File: src/rtl/qld_pkg.sv
package qld_pkg;

    typedef enum logic [1:0] {
        ST_IDLE = 2'd0,
        ST_REQ  = 2'd1,
        ST_WAIT = 2'd2,
        ST_WB   = 2'd3
    } qld_state_e;

    localparam int QW_BYTES = 16;
    localparam int QW_BITS  = 128;
    localparam logic [4:0] SP_INDEX = 5'd31;

endpackage

File: src/rtl/qld_decode.sv
module qld_decode
    import qld_pkg::*;
#(
    parameter int AW = 64
) (
    input  logic [31:0]   insn,
    input  logic          imm_form,
    input  logic [AW-1:0] base_val,
    input  logic [AW-1:0] off_val,
    input  logic [15:0]   pred,
    output logic [4:0]    zt,
    output logic [4:0]    rn,
    output logic [4:0]    rm,
    output logic [2:0]    pg,
    output logic          bad_num,
    output logic          sp_misalign,
    output logic [AW-1:0] ea,
    output logic [15:0]   be
);
    logic [1:0]    esz;
    logic [AW-1:0] imm_sx;

    always_comb begin
        zt          = insn[4:0];
        rn          = insn[9:5];
        pg          = insn[12:10];
        rm          = insn[20:16];
        esz         = insn[24:23];
        bad_num     = (insn[22:21] != 2'b00);
        sp_misalign = (rn == SP_INDEX) && (base_val[3:0] != 4'd0);
        imm_sx      = {{(AW-4){insn[19]}}, insn[19:16]};
        if (imm_form) begin
            ea = base_val + (imm_sx << 4);
        end else begin
            ea = base_val + (off_val << esz);
        end
    end

    for (genvar b = 0; b < QW_BYTES; b++) begin : g_be
        localparam int P1 = b & ~1;
        localparam int P2 = b & ~3;
        localparam int P3 = b & ~7;
        always_comb begin
            case (esz)
                2'd0:    be[b] = pred[b];
                2'd1:    be[b] = pred[P1];
                2'd2:    be[b] = pred[P2];
                default: be[b] = pred[P3];
            endcase
        end
    end

endmodule

File: src/rtl/qld_lane_zero.sv
module qld_lane_zero
    import qld_pkg::*;
(
    input  logic [QW_BITS-1:0]  data_in,
    input  logic [QW_BYTES-1:0] keep,
    output logic [QW_BITS-1:0]  data_out
);
    for (genvar b = 0; b < QW_BYTES; b++) begin : g_byte
        assign data_out[b*8 +: 8] = keep[b] ? data_in[b*8 +: 8] : 8'h00;
    end
endmodule

File: src/rtl/qld_replicate.sv
module qld_replicate
    import qld_pkg::*;
#(
    parameter int MAX_SEG = 4,
    parameter int SEG_W   = 3
) (
    input  logic [QW_BITS-1:0]         qw,
    input  logic [SEG_W-1:0]           seg_cnt,
    output logic [MAX_SEG*QW_BITS-1:0] vec
);
    for (genvar s = 0; s < MAX_SEG; s++) begin : g_seg
        localparam logic [SEG_W:0] SIDX = (SEG_W+1)'(s);
        assign vec[s*QW_BITS +: QW_BITS] = (SIDX < {1'b0, seg_cnt}) ? qw : '0;
    end
endmodule

File: src/rtl/qld_bcast_unit.sv
module qld_bcast_unit
    import qld_pkg::*;
#(
    parameter int AW      = 64,
    parameter int VLEN    = 512,
    parameter int MAX_SEG = VLEN / 128,
    parameter int SEG_W   = $clog2(MAX_SEG + 1)
) (
    input  logic              clk,
    input  logic              rst_n,
    input  logic              issue_valid,
    output logic              issue_ready,
    input  logic [31:0]       issue_insn,
    input  logic              issue_imm_form,
    output logic [4:0]        base_sel,
    output logic [4:0]        offset_sel,
    output logic [2:0]        pred_sel,
    input  logic [AW-1:0]     base_value,
    input  logic [AW-1:0]     offset_value,
    input  logic [15:0]       pred_value,
    input  logic [SEG_W-1:0]  seg_count,
    output logic              undef_pulse,
    output logic              fault_pulse,
    output logic              mem_req_valid,
    input  logic              mem_req_ready,
    output logic [AW-1:0]     mem_req_addr,
    output logic [15:0]       mem_req_be,
    input  logic              mem_rsp_valid,
    input  logic [127:0]      mem_rsp_data,
    output logic              wb_valid,
    output logic [4:0]        wb_reg,
    output logic [VLEN-1:0]   wb_data
);
    typedef struct packed {
        qld_state_e          st;
        logic [AW-1:0]       addr;
        logic [15:0]         be;
        logic [127:0]        qw;
        logic [4:0]          zt;
        logic [SEG_W-1:0]    seg;
        logic                undef;
        logic                fault;
    } qld_regs_t;

    qld_regs_t r_q, r_d;

    logic [4:0]    dec_zt;
    logic [4:0]    dec_rn;
    logic [4:0]    dec_rm;
    logic [2:0]    dec_pg;
    logic          dec_bad;
    logic          dec_misal;
    logic [AW-1:0] dec_ea;
    logic [15:0]   dec_be;
    logic [127:0]  masked_qw;

    qld_decode #(.AW(AW)) u_dec (
        .insn        (issue_insn),
        .imm_form    (issue_imm_form),
        .base_val    (base_value),
        .off_val     (offset_value),
        .pred        (pred_value),
        .zt          (dec_zt),
        .rn          (dec_rn),
        .rm          (dec_rm),
        .pg          (dec_pg),
        .bad_num     (dec_bad),
        .sp_misalign (dec_misal),
        .ea          (dec_ea),
        .be          (dec_be)
    );

    qld_lane_zero u_zero (
        .data_in  (mem_rsp_data),
        .keep     (r_q.be),
        .data_out (masked_qw)
    );

    qld_replicate #(.MAX_SEG(MAX_SEG), .SEG_W(SEG_W)) u_rep (
        .qw      (r_q.qw),
        .seg_cnt (r_q.seg),
        .vec     (wb_data)
    );

    always_comb begin
        r_d       = r_q;
        r_d.undef = 1'b0;
        r_d.fault = 1'b0;
        case (r_q.st)
            ST_IDLE: begin
                if (issue_valid) begin
                    if (dec_bad) begin
                        r_d.undef = 1'b1;
                    end else if (dec_misal) begin
                        r_d.fault = 1'b1;
                    end else begin
                        r_d.st   = ST_REQ;
                        r_d.addr = dec_ea;
                        r_d.be   = dec_be;
                        r_d.zt   = dec_zt;
                        r_d.seg  = seg_count;
                    end
                end
            end
            ST_REQ: begin
                if (mem_req_ready) begin
                    r_d.st = ST_WAIT;
                end
            end
            ST_WAIT: begin
                if (mem_rsp_valid) begin
                    r_d.qw = masked_qw;
                    r_d.st = ST_WB;
                end
            end
            default: begin
                r_d.st = ST_IDLE;
            end
        endcase
    end

    always_ff @(posedge clk) begin
        if (!rst_n) begin
            r_q <= '{st: ST_IDLE, default: '0};
        end else begin
            r_q <= r_d;
        end
    end

    assign issue_ready   = (r_q.st == ST_IDLE);
    assign base_sel      = dec_rn;
    assign offset_sel    = dec_rm;
    assign pred_sel      = dec_pg;
    assign undef_pulse   = r_q.undef;
    assign fault_pulse   = r_q.fault;
    assign mem_req_valid = (r_q.st == ST_REQ);
    assign mem_req_addr  = r_q.addr;
    assign mem_req_be    = r_q.be;
    assign wb_valid      = (r_q.st == ST_WB);
    assign wb_reg        = r_q.zt;

endmodule

File: config.mk
export PLATFORM = sky130hd
export DESIGN_NAME = qld_bcast_unit
export DESIGN_NICKNAME = d
export VERILOG_FILES = /design/src/rtl/qld_pkg.sv /design/src/rtl/qld_decode.sv /design/src/rtl/qld_lane_zero.sv /design/src/rtl/qld_replicate.sv /design/src/rtl/qld_bcast_unit.sv
export SDC_FILE = /design/constraint.sdc
export NUM_CORES = 1
export LEC_CHECK = 0
export BUFFER_PORTS_ARGS = -buffer_cell sky130_fd_sc_hd__buf_2
export CAP_MARGIN = 5
export CELL_PAD_IN_SITES_DETAIL_PLACEMENT = 0
export CELL_PAD_IN_SITES_GLOBAL_PLACEMENT = 1
export CORE_AREA = 2 2 358 360
export CTS_CLUSTER_DIAMETER = 50
export DETAILED_ROUTE_END_ITERATION = 10
export DIE_AREA = 0 0 360 362
export HOLD_SLACK_MARGIN = 0.02
export PLACE_DENSITY_LB_ADDON = 0.1
export SLEW_MARGIN = 20
export SYNTH_ARGS = -nofsm -noshare
export SYNTH_HDL_FRONTEND = slang
export SYNTH_SLANG_ARGS = --single-unit
File: constraint.sdc
create_clock -name clk -period 13.93 [get_ports clk]
set_input_delay 2.786 -clock clk [delete_from_list [all_inputs] [get_ports clk]]
set_output_delay 2.786 -clock clk [all_outputs]
set_load 0.005 [all_outputs]
==> reports/qor.txt <==
Status - complete, no violations
Critical Path RT - 14.46 ns
Async SR Flop Fraction - 0
Crit Path Class - primary input to flop
Worst VDD drop - 91.2 uV
Netlist cell types - 92
CP peak stage delay - 0.83 ns
Crit end category - flop
Num Clock Sinks - 220
Final std cells w/o fill - 5275
Synth area leader - dfxtp_1
Cts bufs inserted - 56
Routed len/inst - 27.0 microns
RR Endpoint - mem_req_addr[9]
Tcrit/Tclk final - 0.515
CTS-repair resized insts - 0
Syn Std Cell Area - 0.0215 sq mm
Cell mode on critical path - buf_4
Routed Antenna Nets - 0
Inst Count DP - 5151
IO Pins - 928
Worst hold path depth - 2
Max clock buf depth - 3
Area contributors post-synth - dfxtp_1 20%, nor2b_1 12%, a21oi_1 8.1%
Reg2reg start - r_q[218]
DR iter-0 viols - 1349
Primary FF master, synth - dfxtp_1
R2r setup slk - 10.93 ns
Number of I/O port buffers - 909
Worst slew pin tran - 1.04 ns
CTS clock-pin slew for the worst setup and hold paths - 0.05 ns
Clock Root Buffer - clkbuf_16
Pwr Density - 106 mW/mm^2
GRT Util Overall - 0.209
WP data arrival - 7.71 ns
Endpoints failing setup - 0
Max-cap violations - 0
Delay-heaviest family, CP - compound AO/OA/AOI/OAI gates
Setup Total Neg Slack - 0 ns
YS warnings - 0
Crit Path Max Fanout - 45
Nets - 3992
Starting density of the core - 0.170
HP Class - flop to flop
Min cycle time layout - 7.18 ns
Top reg by flops - r_q
DRC Markers - 0
Drt total wl - 142000 microns
Mapped Cells - 2876
Fraction of layout cells with a size suffix above 1 - 0.321
Largest net degree at the start of global routing - 127
Via count - 23701
Area grow syn2layout - 34.3%
Buffers and inverters on the worst path - 3
Placed inst area - 0.0268 sq mm
Hold endpoint - mem_req_addr[22]
Routability cong. - 0.836
Crit-path cells - buf_4 > buf_4 > mux4_2 > ha_1 > inv_1 > nor3_1 > a211oi_1 > a2111oi_2 > o31ai_2 > a21oi_1 > mux2i_1 > nor2_1 > a2111oi_0
Worst Reg-to-Reg Cells - 7
Crit path launch type - primary input
Post-synthesis register bit count - 220
Cts hold-fix bufs - 0
Design Area, Final - 0.0289 sq mm
Slew HR - 0.303
DPL Wire Length - 115000 microns
Post-synth EDFFs - 0
Net Count, Synth - 3321
Flip-flop count of the largest register after layout - 133
Slew Limit Fails - 0
First-pass GRT wire length - 194000 microns
Avg Cell Area, Syn - 7.48 sq um
Gr ovfl total - 0
Unrepaired setup endpoints after global routing - false
Fin. Hold Viols - 0
Via density - 4.49
Core Region - 0.127 sq mm
Hold Startpoint - mem_req_addr[22]
Fmax - 139 MHz
Worst path slowest cell - a2111oi_2
Register area share after synthesis - 0.205
Insertion delay to the later sink of the worst-skew pair - 0.65 ns
Top cell type's share of synthesized area - 0.205
Core Rows - 131
Fillers - 14472
Die Ht - 362 microns
Die W - 360 microns
Leakage power - 12.6 nW
Die Area - 0.130 sq mm
CTS tree - built
Router iterations before antenna repair - 5
Setup Buffers After CTS - 0
Clock skew - 0.0166 ns
Initial antenna violation count - 38
Vias in the first global route - 23691
Clock H-tree levels - 2
cells in the mapped netlist (22+ instances only):
master,number
o211ai_1,27
nor2_1,118
clkbuf_1,184
o21ai_0,125
inv_1,37
o21bai_1,24
a31oi_1,22
xnor2_1,64
a211oi_1,38
nand3_1,154
nand2_1,283
a21o_1,68
xor2_1,46
nor2b_1,396
mux4_2,60
dfxtp_1,220
ha_1,130
nand4_1,39
and2_1,131
a21oi_1,349
nor3_1,27
buf_4,101
layout by cell type (no fill, tap or decap), types with 7 or more instances in the layout:
cell,synthesis,layout
a211oi_1,38,38
a21o_1,68,68
a21oi_1,349,348
a31oi_1,22,22
and2_1,131,130
and3_1,14,14
buf_2,10,907
buf_4,101,25
bufinv_16,0,11
clkbuf_16,0,57
clkinv_2,0,10
clkinvlp_4,0,8
dfxtp_1,220,219
diode_2,0,19
ha_1,130,130
inv_1,37,37
mux2i_1,12,12
mux4_2,60,60
nand2_1,283,282
nand3_1,154,153
nand4_1,39,39
nor2_1,118,117
nor2b_1,396,396
nor3_1,27,26
nor4_1,8,7
o211ai_1,27,27
o21a_1,16,16
o21ai_0,125,125
o21bai_1,24,24
o221ai_1,8,8
xnor2_1,64,64
xor2_1,46,46
stage by stage:
stage | power, mW | util | setup WS, ns | hold WS, ns
finish | 3.08 | 0.228 | 6.75 | 0.452
global route | 3.24 | 0.228 | 6.34 | 0.470
CTS | 3.14 | 0.228 | 6.67 | 0.454
detailed placement | 1.63 | 0.211 | 6.00 | 0.447
global placement | 1.63 | 0.211 | 5.97 | 0.443
floorplan | 1.30 | - | 7.24 | 0.432
worst min-delay path, cell delays in order, from the launching register on:
cell and delay, ns:
dfxtp_1 0.30, nand2_1 0.05, a21oi_1 0.05
routing by layer:
layer | part of all wire | vias up | track usage
li1 | - | 11437 | -
met1 | 0.41 | 11364 | 0.245
met2 | 0.46 | 729 | 0.348
met3 | 0.11 | 145 | 0.0950
met4 | 0.021 | 26 | 0.0427
met5 | 0.0012 | - | 0
how the worst max path moves through the flow:
stage	startpoint	endpoint	slack (ns)	depth (start not counted)
detailed placement	issue_insn[23]	mem_req_addr[53]	6.00	13
CTS	issue_insn[23]	mem_req_addr[53]	6.67	13
global route	issue_insn[23]	mem_req_addr[53]	6.34	13
global placement	issue_insn[23]	mem_req_addr[57]	5.97	13
finish	issue_insn[23]	mem_req_addr[53]	6.75	13
floorplan	issue_insn[23]	mem_req_addr[58]	7.24	14
report_power, final:
part	switching, mW	total, mW	leakage, nW	internal (mW)
Combinational	0.585	0.899	9.83	0.315
Clock	0.493	1.47	0.998	0.981
Sequential	0.0412	0.702	1.78	0.661
Total	1.12	3.08	12.6	1.96
kinds of logic (layout without fill, tap and decap cells):
kind of cell    Yosys count  count (layout)  share of synthesized area
xor+xnor                110             110                     0.0448
mux                      72              72                     0.0684
compound gates          782             782                      0.227
flops                   220             220                      0.205
fa+ha+maj               132             132                     0.0775
buf+inv                 358            1076                     0.0833
simple gates           1202            1202                      0.294
other cells               0              19                          0
final cells by class:
type,instances,area [sq um],share of cell area
multi-input combinational,2298,15400,0.532
timing repair buffer,933,4750,0.164
sequential,220,4410,0.153
tap,1662,2080,0.0720
clock buffer,67,1510,0.0524
clock inverter,38,573,0.0198
inverter,38,150,0.00520
antenna,19,47.5,0.00165
(Power assumes the default switching activity.)
